`src/rtl/paged_map_pkg.sv`:
```
package paged_map_pkg;

    localparam int PAGE_BITS = 4;

    typedef enum logic [2:0] {
        RGN_MAIN    = 3'd0,
        RGN_DISP_LO = 3'd1,
        RGN_DISP_HI = 3'd2,
        RGN_BOOT    = 3'd3,
        RGN_NONE    = 3'd4
    } region_e;

    // Classify a physical page number into the device region it addresses.
    function automatic region_e classify_page(input logic [PAGE_BITS-1:0] pg);
        region_e r;
        unique case (pg)
            4'h0, 4'h1, 4'h2, 4'h3: r = RGN_MAIN;
            4'h8:                   r = RGN_DISP_LO;
            4'h9:                   r = RGN_DISP_HI;
            4'hC, 4'hD, 4'hE, 4'hF: r = RGN_BOOT;
            default:                r = RGN_NONE;
        endcase
        return r;
    endfunction

endpackage

```
`src/rtl/pm_page_regs.sv`:
```
module pm_page_regs #(
    parameter int SEL_W  = 2,
    parameter int PAGE_W = 4,
    localparam int N_REG = 1 << SEL_W
) (
    input  logic                    clk,
    input  logic                    rst_n,
    input  logic                    wr_en,
    input  logic [SEL_W-1:0]        wr_sel,
    input  logic [PAGE_W-1:0]       wr_page,
    output logic [N_REG*PAGE_W-1:0] regs_flat
);

    for (genvar i = 0; i < N_REG; i++) begin : g_reg
        localparam logic [PAGE_W-1:0] INIT_PAGE = PAGE_W'(i);
        localparam logic [SEL_W-1:0]  MY_IDX    = SEL_W'(i);
        logic [PAGE_W-1:0] page_q;

        always_ff @(posedge clk or negedge rst_n) begin
            if (!rst_n) begin
                page_q <= INIT_PAGE;
            end else if (wr_en && (wr_sel == MY_IDX)) begin
                page_q <= wr_page;
            end
        end

        assign regs_flat[i*PAGE_W +: PAGE_W] = page_q;
    end

endmodule

```
`src/rtl/pm_xlate.sv`:
```
module pm_xlate #(
    parameter int SEL_W  = 2,
    parameter int OFFS_W = 14,
    parameter int PAGE_W = 4,
    localparam int N_REG  = 1 << SEL_W,
    localparam int LOG_W  = SEL_W + OFFS_W,
    localparam int PHYS_W = PAGE_W + OFFS_W
) (
    input  logic [LOG_W-1:0]        cpu_addr,
    input  logic [N_REG*PAGE_W-1:0] regs_flat,
    output logic [PHYS_W-1:0]       phys_addr
);

    logic [SEL_W-1:0]  bank;
    logic [PAGE_W-1:0] page_sel;

    assign bank = cpu_addr[LOG_W-1:OFFS_W];

    always_comb begin
        page_sel = '0;
        for (int i = 0; i < N_REG; i++) begin
            if (bank == SEL_W'(i)) begin
                page_sel = regs_flat[i*PAGE_W +: PAGE_W];
            end
        end
    end

    assign phys_addr = {page_sel, cpu_addr[OFFS_W-1:0]};

endmodule

```
`src/rtl/pm_region.sv`:
```
module pm_region
    import paged_map_pkg::*;
#(
    parameter int OFFS_W      = 14,
    parameter int DISP_TAIL_W = 12,
    parameter int BOOT_W      = 11,
    localparam int PAGE_W     = PAGE_BITS,
    localparam int PHYS_W     = PAGE_W + OFFS_W,
    localparam int LOCAL_W    = OFFS_W + 2
) (
    input  logic [PHYS_W-1:0]  phys_addr,
    output logic               sel_main,
    output logic               sel_disp,
    output logic               sel_boot,
    output logic               unmapped,
    output logic [LOCAL_W-1:0] dev_addr
);

    localparam logic [LOCAL_W-1:0] DISP_HI_BASE = LOCAL_W'(1) << OFFS_W;

    region_e           rgn;
    logic [PAGE_W-1:0] page;

    assign page = phys_addr[PHYS_W-1:OFFS_W];
    assign rgn  = classify_page(page);

    always_comb begin
        sel_main = 1'b0;
        sel_disp = 1'b0;
        sel_boot = 1'b0;
        unmapped = 1'b0;
        dev_addr = '0;
        unique case (rgn)
            RGN_MAIN: begin
                sel_main = 1'b1;
                dev_addr = phys_addr[LOCAL_W-1:0];
            end
            RGN_DISP_LO: begin
                sel_disp = 1'b1;
                dev_addr = LOCAL_W'(phys_addr[OFFS_W-1:0]);
            end
            RGN_DISP_HI: begin
                sel_disp = 1'b1;
                dev_addr = DISP_HI_BASE | LOCAL_W'(phys_addr[DISP_TAIL_W-1:0]);
            end
            RGN_BOOT: begin
                sel_boot = 1'b1;
                dev_addr = LOCAL_W'(phys_addr[BOOT_W-1:0]);
            end
            default: begin
                unmapped = 1'b1;
            end
        endcase
    end

endmodule

```
`src/rtl/paged_addr_mapper.sv`:
```
module paged_addr_mapper #(
    parameter int SEL_W       = 2,
    parameter int OFFS_W      = 14,
    parameter int DATA_W      = 8,
    parameter int DISP_TAIL_W = 12,
    parameter int BOOT_W      = 11,
    localparam int PAGE_W     = paged_map_pkg::PAGE_BITS,
    localparam int N_REG      = 1 << SEL_W,
    localparam int LOG_W      = SEL_W + OFFS_W,
    localparam int PHYS_W     = PAGE_W + OFFS_W,
    localparam int LOCAL_W    = OFFS_W + 2
) (
    input  logic               clk,
    input  logic               rst_n,
    input  logic               map_wr_en,
    input  logic [SEL_W-1:0]   map_wr_sel,
    input  logic [DATA_W-1:0]  map_wr_data,
    input  logic [LOG_W-1:0]   cpu_addr,
    output logic [PHYS_W-1:0]  phys_addr,
    output logic               sel_main,
    output logic               sel_disp,
    output logic               sel_boot,
    output logic               unmapped,
    output logic [LOCAL_W-1:0] dev_addr
);

    logic [N_REG*PAGE_W-1:0] page_regs;

    pm_page_regs #(
        .SEL_W  (SEL_W),
        .PAGE_W (PAGE_W)
    ) u_regs (
        .clk       (clk),
        .rst_n     (rst_n),
        .wr_en     (map_wr_en),
        .wr_sel    (map_wr_sel),
        .wr_page   (map_wr_data[PAGE_W-1:0]),
        .regs_flat (page_regs)
    );

    pm_xlate #(
        .SEL_W  (SEL_W),
        .OFFS_W (OFFS_W),
        .PAGE_W (PAGE_W)
    ) u_xlate (
        .cpu_addr  (cpu_addr),
        .regs_flat (page_regs),
        .phys_addr (phys_addr)
    );

    pm_region #(
        .OFFS_W      (OFFS_W),
        .DISP_TAIL_W (DISP_TAIL_W),
        .BOOT_W      (BOOT_W)
    ) u_region (
        .phys_addr (phys_addr),
        .sel_main  (sel_main),
        .sel_disp  (sel_disp),
        .sel_boot  (sel_boot),
        .unmapped  (unmapped),
        .dev_addr  (dev_addr)
    );

endmodule

```
`config.mk`:
```
export PLATFORM = sky130hd
export DESIGN_NAME = paged_addr_mapper
export DESIGN_NICKNAME = d
export VERILOG_FILES = /design/src/rtl/paged_map_pkg.sv /design/src/rtl/pm_page_regs.sv /design/src/rtl/pm_xlate.sv /design/src/rtl/pm_region.sv /design/src/rtl/paged_addr_mapper.sv
export SDC_FILE = /design/constraint.sdc
export NUM_CORES = 1
export LEC_CHECK = 0
export BUFFER_PORTS_ARGS = -buffer_cell sky130_fd_sc_hd__buf_2
export CORE_UTILIZATION = 37
export DETAILED_ROUTE_END_ITERATION = 10
export GPL_TIMING_DRIVEN = 0
export HOLD_SLACK_MARGIN = 0.05
export PLACE_DENSITY = 0.77
export SYNTH_ARGS = -nofsm -noshare
export SYNTH_HDL_FRONTEND = slang
export SYNTH_HIERARCHICAL = 1
export SYNTH_SLANG_ARGS = --single-unit
```
`constraint.sdc`:
```
create_clock -name clk -period 1.8 [get_ports clk]
set_clock_uncertainty 0.15 [all_clocks]
set_input_delay 0.27 -clock clk [delete_from_list [all_inputs] [get_ports clk]]
set_output_delay 0.27 -clock clk [all_outputs]
set_load 0.02 [all_outputs]
```
Word level (Yosys, flattened, before mapping):

Memories as Yosys holds them, arrays and structs flattened.
Cells that the tools add are included.

* equal/unequal tests: 9
* muxes and demuxes: 9
* reduce and logical (&&, ||, !) cells: 9

Operators by type and width (count)
* $pmux W16 S4: 1
* $mux W4: 4
* $eq A2 B2 Y1 const B: 4
* $eq A3 B2 Y1 const B: 2
* $eq A2 B1 Y1 const B: 2
* $logic_and A1 B1 Y1: 4
* $logic_not A2 Y1: 2
* $mux W1: 4
* $reduce_or A4 Y1: 1
* $eq A3 B1 Y1 const B: 1
* $logic_not A3 Y1: 1
* $reduce_or A2 Y1: 1

* register bits after elaboration: 16
* bits in read-only memories: 48
* input port bits: 29
* output and inout port bits: 38
* word-level logic and storage cells: 32
* memories kept: 1

Memories
* (name not given): words 16, width 3, rd ports 1, clocked after memory_dff 0, wr ports 0, line paged_map_pkg.sv:16 `unique case (pg)`

Logic depth before layout (Yosys ltp):

Gate-level depths: netlist of run 1.
An unclocked memory read counts as a cell.

* depth in word-level cells: 9
* gate-level depth with buffers: 4
* gate-level depth less buffers: 3

By module:

The synthesis of run 1 kept the hierarchy.

By module, submodules not included
* pm_page_regs: instances 1, cells each 36, area each 624.3 um^2, seq. area each 405.4 um^2
* pm_xlate: instances 1, cells each 18, area each 210.2 um^2, seq. area each 0.0 um^2
* pm_region: instances 1, cells each 26, area each 170.2 um^2, seq. area each 0.0 um^2

Worst setup path after synthesis of run 1:

Ideal clock, no wire load.

* path kind: reg-to-output
* from: register u_regs.g_reg[1].page_q[1]
* to: output dev_addr[12]
* arrival time: 1.784 ns
* data required time: 1.380 ns
* path slack: -0.404 ns
* cell stages (with the launch flop): 4
* path buffers: 0
* cell sequence: dfrtp_1 -> mux4_1 -> o21a_1 -> nor3b_1

* cells in the longest elaborated chain, start to end: 6
* elaborated cells between the ends (all ways): 9
* those cells by class: 3 x eq/ne; 4 x mux; 1 x reduce/logical; 1 x memory

Ends and longest elaborated chain
* start, declared: line pm_page_regs.sv:17 `logic [PAGE_W-1:0] page_q;`
* start signal, assigned: line pm_page_regs.sv:23 `page_q <= wr_page;`
* $mux W4 (*) (3 in series): line pm_xlate.sv:22 `if (bank == SEL_W'(i)) begin`
* named net phys_addr[15]: line paged_addr_mapper.sv:19 `output logic [PHYS_W-1:0] phys_addr,`
* $mem_v2 Z16 W3 (*)
* $eq A3 B2 Y1 (tied with other cells): line pm_region.sv:33 `unique case (rgn)`
* $pmux W16 S4 (*): line pm_region.sv:33
* end, declared: line paged_addr_mapper.sv:24 `output logic [LOCAL_W-1:0] dev_addr`

The timed path passes the listed nets; every way through them passes the cells marked *.

Final worst setup path of run 1:

* from: register u_regs.g_reg[3].page_q[3]
* to: output dev_addr[7]

* cells in the longest elaborated chain, start to end: 4
* elaborated cells between the ends (all ways): 7
* those cells by class: 3 x eq/ne; 2 x mux; 1 x reduce/logical; 1 x memory

Ends and longest elaborated chain (line)
* start, declared: pm_page_regs.sv:17
* start signal, assigned: pm_page_regs.sv:23
* $mux W4 (*): pm_xlate.sv:22
* $mem_v2 Z16 W3 (*)
* $eq A3 B2 Y1 (tied with other cells): pm_region.sv:33
* $pmux W16 S4 (*): pm_region.sv:33

Mark *: on every way between the ends. The rest lies on a longest branch, timed or not.

==> results of run 1 <==
-- power by group through the flow --
| stage | Combinational [mW] | Sequential [mW] | Clock [mW] |
|---|---|---|---|
| after floorplan | 0.520 | 0.466 | 0 |
| after global placement | 0.690 | 0.473 | 0 |
| after detailed placement | 0.701 | 0.480 | 0 |
| after CTS | 0.906 | 0.472 | 0.244 |
| after global routing | 0.973 | 0.480 | 0.263 |
| final | 0.919 | 0.472 | 0.235 |
-- cell type report --
type                       count  area (sq um)  area share (%)
clock buffer                   4         36.28           2.294
multi-input combinational     48         568.0           35.92
sequential                    16         405.4           25.63
timing repair buffer          56         406.6           25.71
buffer                        16         127.6           8.070
tap                           30         37.54           2.373
-- logic make-up after synthesis --
logic type      after synthesis  synth area share (%)
mux                          20                 28.39
compound gates                2                 1.245
simple gates                 26                 17.93
buf+inv                      16                 12.08
flops                        16                 40.35
-- what timing repair did --
item,CTS,global route
buffers inserted,6,0
endpoints found under the setup margin,23,24
gates cloned,1,0
hold buffers,1,0
endpoints found under the hold margin,16,0
resized for setup,43,1
pin swaps,3,0
-- per-stage QoR --
| stage | area, sq um | worst slack [ns] | cells | util (%) |
|---|---|---|---|---|
| final | 1582 | -0.4943 | 170 | 62.70 |
| after global routing | 1582 | -0.5405 | 170 | 62.70 |
| after CTS | 1579 | -0.4590 | 170 | 62.60 |
| after detailed placement | 1345 | -0.4608 | 158 | 53.32 |
| after global placement | 1345 | -0.4377 | 158 | 53.32 |
| after floorplan | 1067 | -0.1708 | 80 | - |
-- placed cells by master, fill, tap and decap left out --
cell type      synthesis  routed
buf_2                  1      29
buf_4                 14      25
buf_6                  1      17
mux2_2                16      16
dfrtp_1               12      12
and3_4                 0      11
dfstp_2                4       4
mux4_2                 0       4
clkbuf_4               0       3
and2_2                 1       3
nand3b_1               3       3
nor3b_4                1       3
clkbuf_8               0       1
dlygate4sd3_1          0       1
nand2b_4               0       1
nor2_4                 0       1
a21oi_2                0       1
o21a_2                 0       1
and2_4                 0       1
nor3b_2                0       1
nand2_1                1       1
nand3_1                1       1
-- metal layers --
layer	vias to the layer above	part of all wire, %
li1	400	-
met1	418	39
met2	47	51
met3	2	9.2
met4	0	0.39
met5	-	0
-- worst min-delay path by stage --
stage	to	slack (ns)	cells past startpoint
6_report	u_regs/g_reg[2].page_q[0]	0.11	2
5_1_grt	u_regs/g_reg[1].page_q[1]	0.09	2
4_1_cts	u_regs/g_reg[3].page_q[0]	0.1	2
3_5_place_dp	u_regs/g_reg[2].page_q[3]	0.05	1
3_3_place_gp	u_regs/g_reg[3].page_q[3]	0.04	1
2_1_floorplan	u_regs/g_reg[0].page_q[0]	-0.18	0
==> metrics.txt, run 1 <==
failing checks negative setup slack; Inserted Diodes 0; fillcell total 200; HPWL after DPL 1791 microns; grt peak-use layer met2; library cells used by synthesis 20; Synthesized Nets 109; Hold Slack 0.1054 ns; Switching Fraction between 30% and 40%; GR Layer Usage met2 a little over a third; cells after synthesis 80; crit path buf inv count 2; critical-path cell list mux4_2 -> nand3b_1 -> buf_2 -> and3_4 -> buf_6; PortBufs between 40 and 50; area share of the largest cell type after synthesis approximately 30%; number of synthesized flops with an enable pin 0; row count 18; vias in the first global route approximately 850; clk slew on worst S/H paths ~0.10 ns; First-pass DRT Iterations 2; first-pass GRT wire length about 3700 microns; Critical Path AT about 1.9 ns; Combinational Power Share roughly 56%; drt initial violations 3; Final #Nets 170; setup TNS -9.419 ns; reg2reg setup slack approximately 0.89 ns; Power Density around 1000 nW/um^2; largest cells by area after synthesis dfrtp_1 30%, mux2_2 18%, buf_4 10%; met3 GRT Util 3.390%; WS Path Type flip-flop to output pin; warnings from Yosys 6; most frequent cell after synthesis mux2_2; max cap viols 0; WP depth 5; area leader, netlist dfrtp_1; Initial Util 39.83%; Final Hold Viols 0; die width 54.11 microns; delay-heaviest family, CP multiplexers; DRC viols 0; synthesized area per cell approximately 13 sq um; gpl congestion about 0.7; antenna-violating nets left 0; Yosys reg bits 16; sequential fraction of design power 29.0%; CP Capture Type output pin; Psw between 0.5 and 0.6 mW; unrepaired setup endpoints after global routing true; Worst VDD drop 0.0008462 V; CTS root buf clkbuf_4; asr flop ratio synth 100.0%; largest net degree at the start of global routing 17; htree depth 1; Cell Area, Synth approximately 1000 sq um; Biggest register u_regs/g.page_q; Critical Path Source Type flip-flop; grt ovf 0; outcome finished with violations; synthesis-to-layout area growth 57.41%; vias per cell 5.100; reg-to-reg critical path endpoint u_regs/g_reg[0].page_q[3]; Synth Flop Type dfrtp_1; Detailed Route WL ~2500 microns; drt wl/cell roughly 15 microns; Core ar. approximately 2500 sq um; Worst setup endpoint dev_addr[7]; static leakage around 0.75 nW; later-pin clock latency in the skew report between 0.2 and 0.3 ns; worst r2r src u_regs/g_reg[0].page_q[3]; hold crit path type input port to flip-flop; Hold Path Origin map_wr_data[0]; # setup viols final 23; Total GRT Usage between 10% and 20%; Critical Path Max Stage Delay 0.53 ns; final slew viol count 0; Design Power about 1.6 mW; max FFs per register 16; worst slew pin tran 0.3631 ns; total CTS buffers 3; largest registers u_regs/g.page_q x16; I/O pin count between 60 and 70; clock buffer depth 2; layout cells sized above 1 between 80% and 90%; die area 2928 sq um; clock power share approximately 14%; CP Max Fanout 5; top cells by count, synth 16 x mux2_2, 14 x buf_4, 12 x dfrtp_1; initial antenna violation count 0; CP max-delay cell mux4_2; cell internal pwr between 1 and 1.5 mW; die height 54.11 microns; M1 GR Usage between 10% and 20%; Seq/Total Area, Yosys approximately two fifths; routed vias 867; worst setup margin -0.4943 ns; relative slew slack approximately three quarters; minimum clock period about 2.3 ns; Critical Path RT 1.38 ns; TritonCTS clock tree built; fraction of the cycle the final worst path needs 127.5%; FMAX 435.9 MHz; Worst Setup SP u_regs/g_reg[3].page_q[3]; reg2reg path depth 1; CTS Sinks 16
Note: power is estimated with default switching activity, not from simulation.
==> run 2: changes to the inputs <==
REMOVE_ABC_BUFFERS = 1   (was not set)
==> run 2 against run 1 <==
The flow still finishes with violations (negative setup slack); sequential share of layout area increased by 1.9 points; core utilization decreased by 4.4 points; total power decreased by 6.0%; combinational power decreased by 6.1%; final area decreased by 7.0%; critical path type unchanged; critical endpoint is now dev_addr[1]; highest routed layer unchanged.
==> metrics.txt, run 2 (synthesized netlist as in run 1, its figures left out) <==
outcome finished with violations; failing checks negative setup slack; Hold Slack 0.1124 ns (+0.007016 ns); antenna-violating nets left 0 (unchanged); fraction of the cycle the final worst path needs 129.2% (+1.8 points); htree depth 1 (unchanged); WS Path Type flip-flop to output pin; minimum clock period 2.326 ns (+0.03213 ns); CTS root buf clkbuf_4; Worst Setup SP u_regs/g_reg[3].page_q[2]; Core ar. 2522 sq um (unchanged); most common cell after layout, fill and taps aside buf_2; Total GRT Usage 20.82% (+2.7 points); synthesis-to-layout area growth 46.33%; unrepaired setup endpoints after global routing true; placed inst area 1231 sq um (-8.5%); FMAX 429.8 MHz (-1.4%); routed vias 872 (+0.58%); CP Max Fanout 7 (+2); hold crit path type input port to flip-flop; critical-path cell list mux4_2 -> nand3b_1 -> and3_4 -> buf_6; Combinational Power Share 56.5% (about the same); layout cells sized above 1 77.70% (-9.4 points); Final Hold Viols 0 (unchanged); Power Density 1039 nW/um^2 (+1.1%); Critical Path Source Type flip-flop; drt wl/cell 16.59 microns (+11%); clock buffer depth 2 (unchanged); fillcell total 217 (+8.5%); Critical Path AT 1.91 ns (+0.04 ns); Detailed Route WL 2803 microns (+11%); Worst VDD drop 0.0007337 V (-13%); relative slew slack 76.67% (+0.87 points); Hold Path Origin map_wr_data[2]; DRC viols 0 (unchanged); Inserted Diodes 0 (unchanged); largest registers u_regs/g.page_q x16; die height 54.11 microns (unchanged); drt initial violations 4 (+1); die area 2928 sq um (unchanged); Biggest register u_regs/g.page_q; vias in the first global route 842 (-0.59%); clock power share 12.3% (-2.1 points); gpl congestion 0.7418 (+6.7%); HPWL after DPL 1994 microns (+11%); Psw 0.5658 mW (-1.8%); Switching Fraction 37.03% (+1.6 points); CP Capture Type output pin; grt ovf 0 (unchanged); TritonCTS clock tree built; largest net degree at the start of global routing 17 (unchanged); later-pin clock latency in the skew report 0.27 ns (-0.02 ns); row count 18 (unchanged); crit path buf inv count 1 (-1); # setup viols final 23 (unchanged); final slew viol count 0 (unchanged); CTS Sinks 16 (unchanged); worst setup margin -0.5264 ns (-0.03213 ns); total CTS buffers 3 (unchanged); static leakage 0.7215 nW (-3.9%); worst slew pin tran 0.3500 ns (-0.01309 ns); First-pass DRT Iterations 4 (+2); PortBufs 62 (+29%); Final #Nets 169 (-0.59%); Layout Utilization 58.28% (-4.4 points); worst r2r src u_regs/g_reg[0].page_q[1]; Initial Util 39.83% (unchanged); die width 54.11 microns (unchanged); delay-heaviest family, CP simple AND/OR/NAND/NOR gates; cell internal pwr 0.9619 mW (-8.4%); CP max-delay cell mux4_2; max FFs per register 16 (unchanged); commonest cells after routing, fill and taps aside 44 x buf_2, 18 x buf_6, 16 x mux2_2; max cap viols 0 (unchanged); I/O pin count 67 (unchanged); sequential fraction of design power 31.2% (+2.2 points); clk slew on worst S/H paths 0.09 ns (about the same); initial antenna violation count 0 (unchanged); Final Instance Area 1470 sq um (-7.0%); Critical Path Max Stage Delay 0.55 ns (+0.02 ns); first-pass GRT wire length 4119 microns (+12%); vias per cell 5.160 (+1.2%); Critical Path RT 1.38 ns (about the same)
-- run 2: worst paths after layout --
check                      slack (ns)  depth (start not counted)                        end
hold reg to reg                  0.36                          1  u_regs/g_reg[2].page_q[0]
setup / recovery                -0.53                          4                dev_addr[1]
min in group asynchronous        0.27                          2  u_regs/g_reg[0].page_q[3]
max in group asynchronous        0.92                          2  u_regs/g_reg[3].page_q[0]
setup reg to reg                 0.87                          1  u_regs/g_reg[0].page_q[1]
hold / removal                   0.11                          2  u_regs/g_reg[2].page_q[2]
-- run 2: timing repair --
| action | in CTS | in global routing |
|---|---|---|
| hold endpoints to repair | 16 | 0 |
| setup endpoints to repair | 24 | 24 |
| hold buffers | 1 | 0 |
| buffers inserted | 5 | 2 |
| pin swaps | 12 | 0 |
| resized for setup | 43 | 8 |
| cloned | 1 | 0 |
-- run 2: per-layer routing --
metal / up-vias / part of all wire, % / GRT usage (%)
met5: - / 0 / 0
met4: 0 / 1.1 / 6.410
met3: 4 / 7.0 / 2.542
met2: 50 / 55 / 42.80
met1: 423 / 37 / 21.10
li1: 395 / - / -
-- run 2: area by class of cell --
type                       count  area [sq um]  share of cell area [%]
timing repair buffer          70         485.5                   33.02
sequential                    16         405.4                   27.57
multi-input combinational     49         515.5                   35.06
tap                           30         37.54                   2.553
clock buffer                   4         26.28                   1.787
-- run 2: power by group through the flow --
stage               logic, mW  registers (mW)  clock network, mW
finish                  0.863           0.477              0.188
global route            0.916           0.485              0.209
CTS                     0.800           0.477              0.194
detailed placement      0.613           0.479                  0
global placement        0.602           0.471                  0
floorplan               0.384           0.464                  0
-- run 2: through the flow --
stage | total power, mW | TNS (ns) | setup WS [ns] | instances
after floorplan | 0.8474 | -5.380 | -0.4036 | 64
after global placement | 1.073 | -7.960 | -0.5319 | 156
after detailed placement | 1.092 | -8.945 | -0.5939 | 156
after CTS | 1.471 | -9.061 | -0.4860 | 167
after global routing | 1.610 | -11.57 | -0.6015 | 169
final | 1.528 | -9.912 | -0.5264 | 169
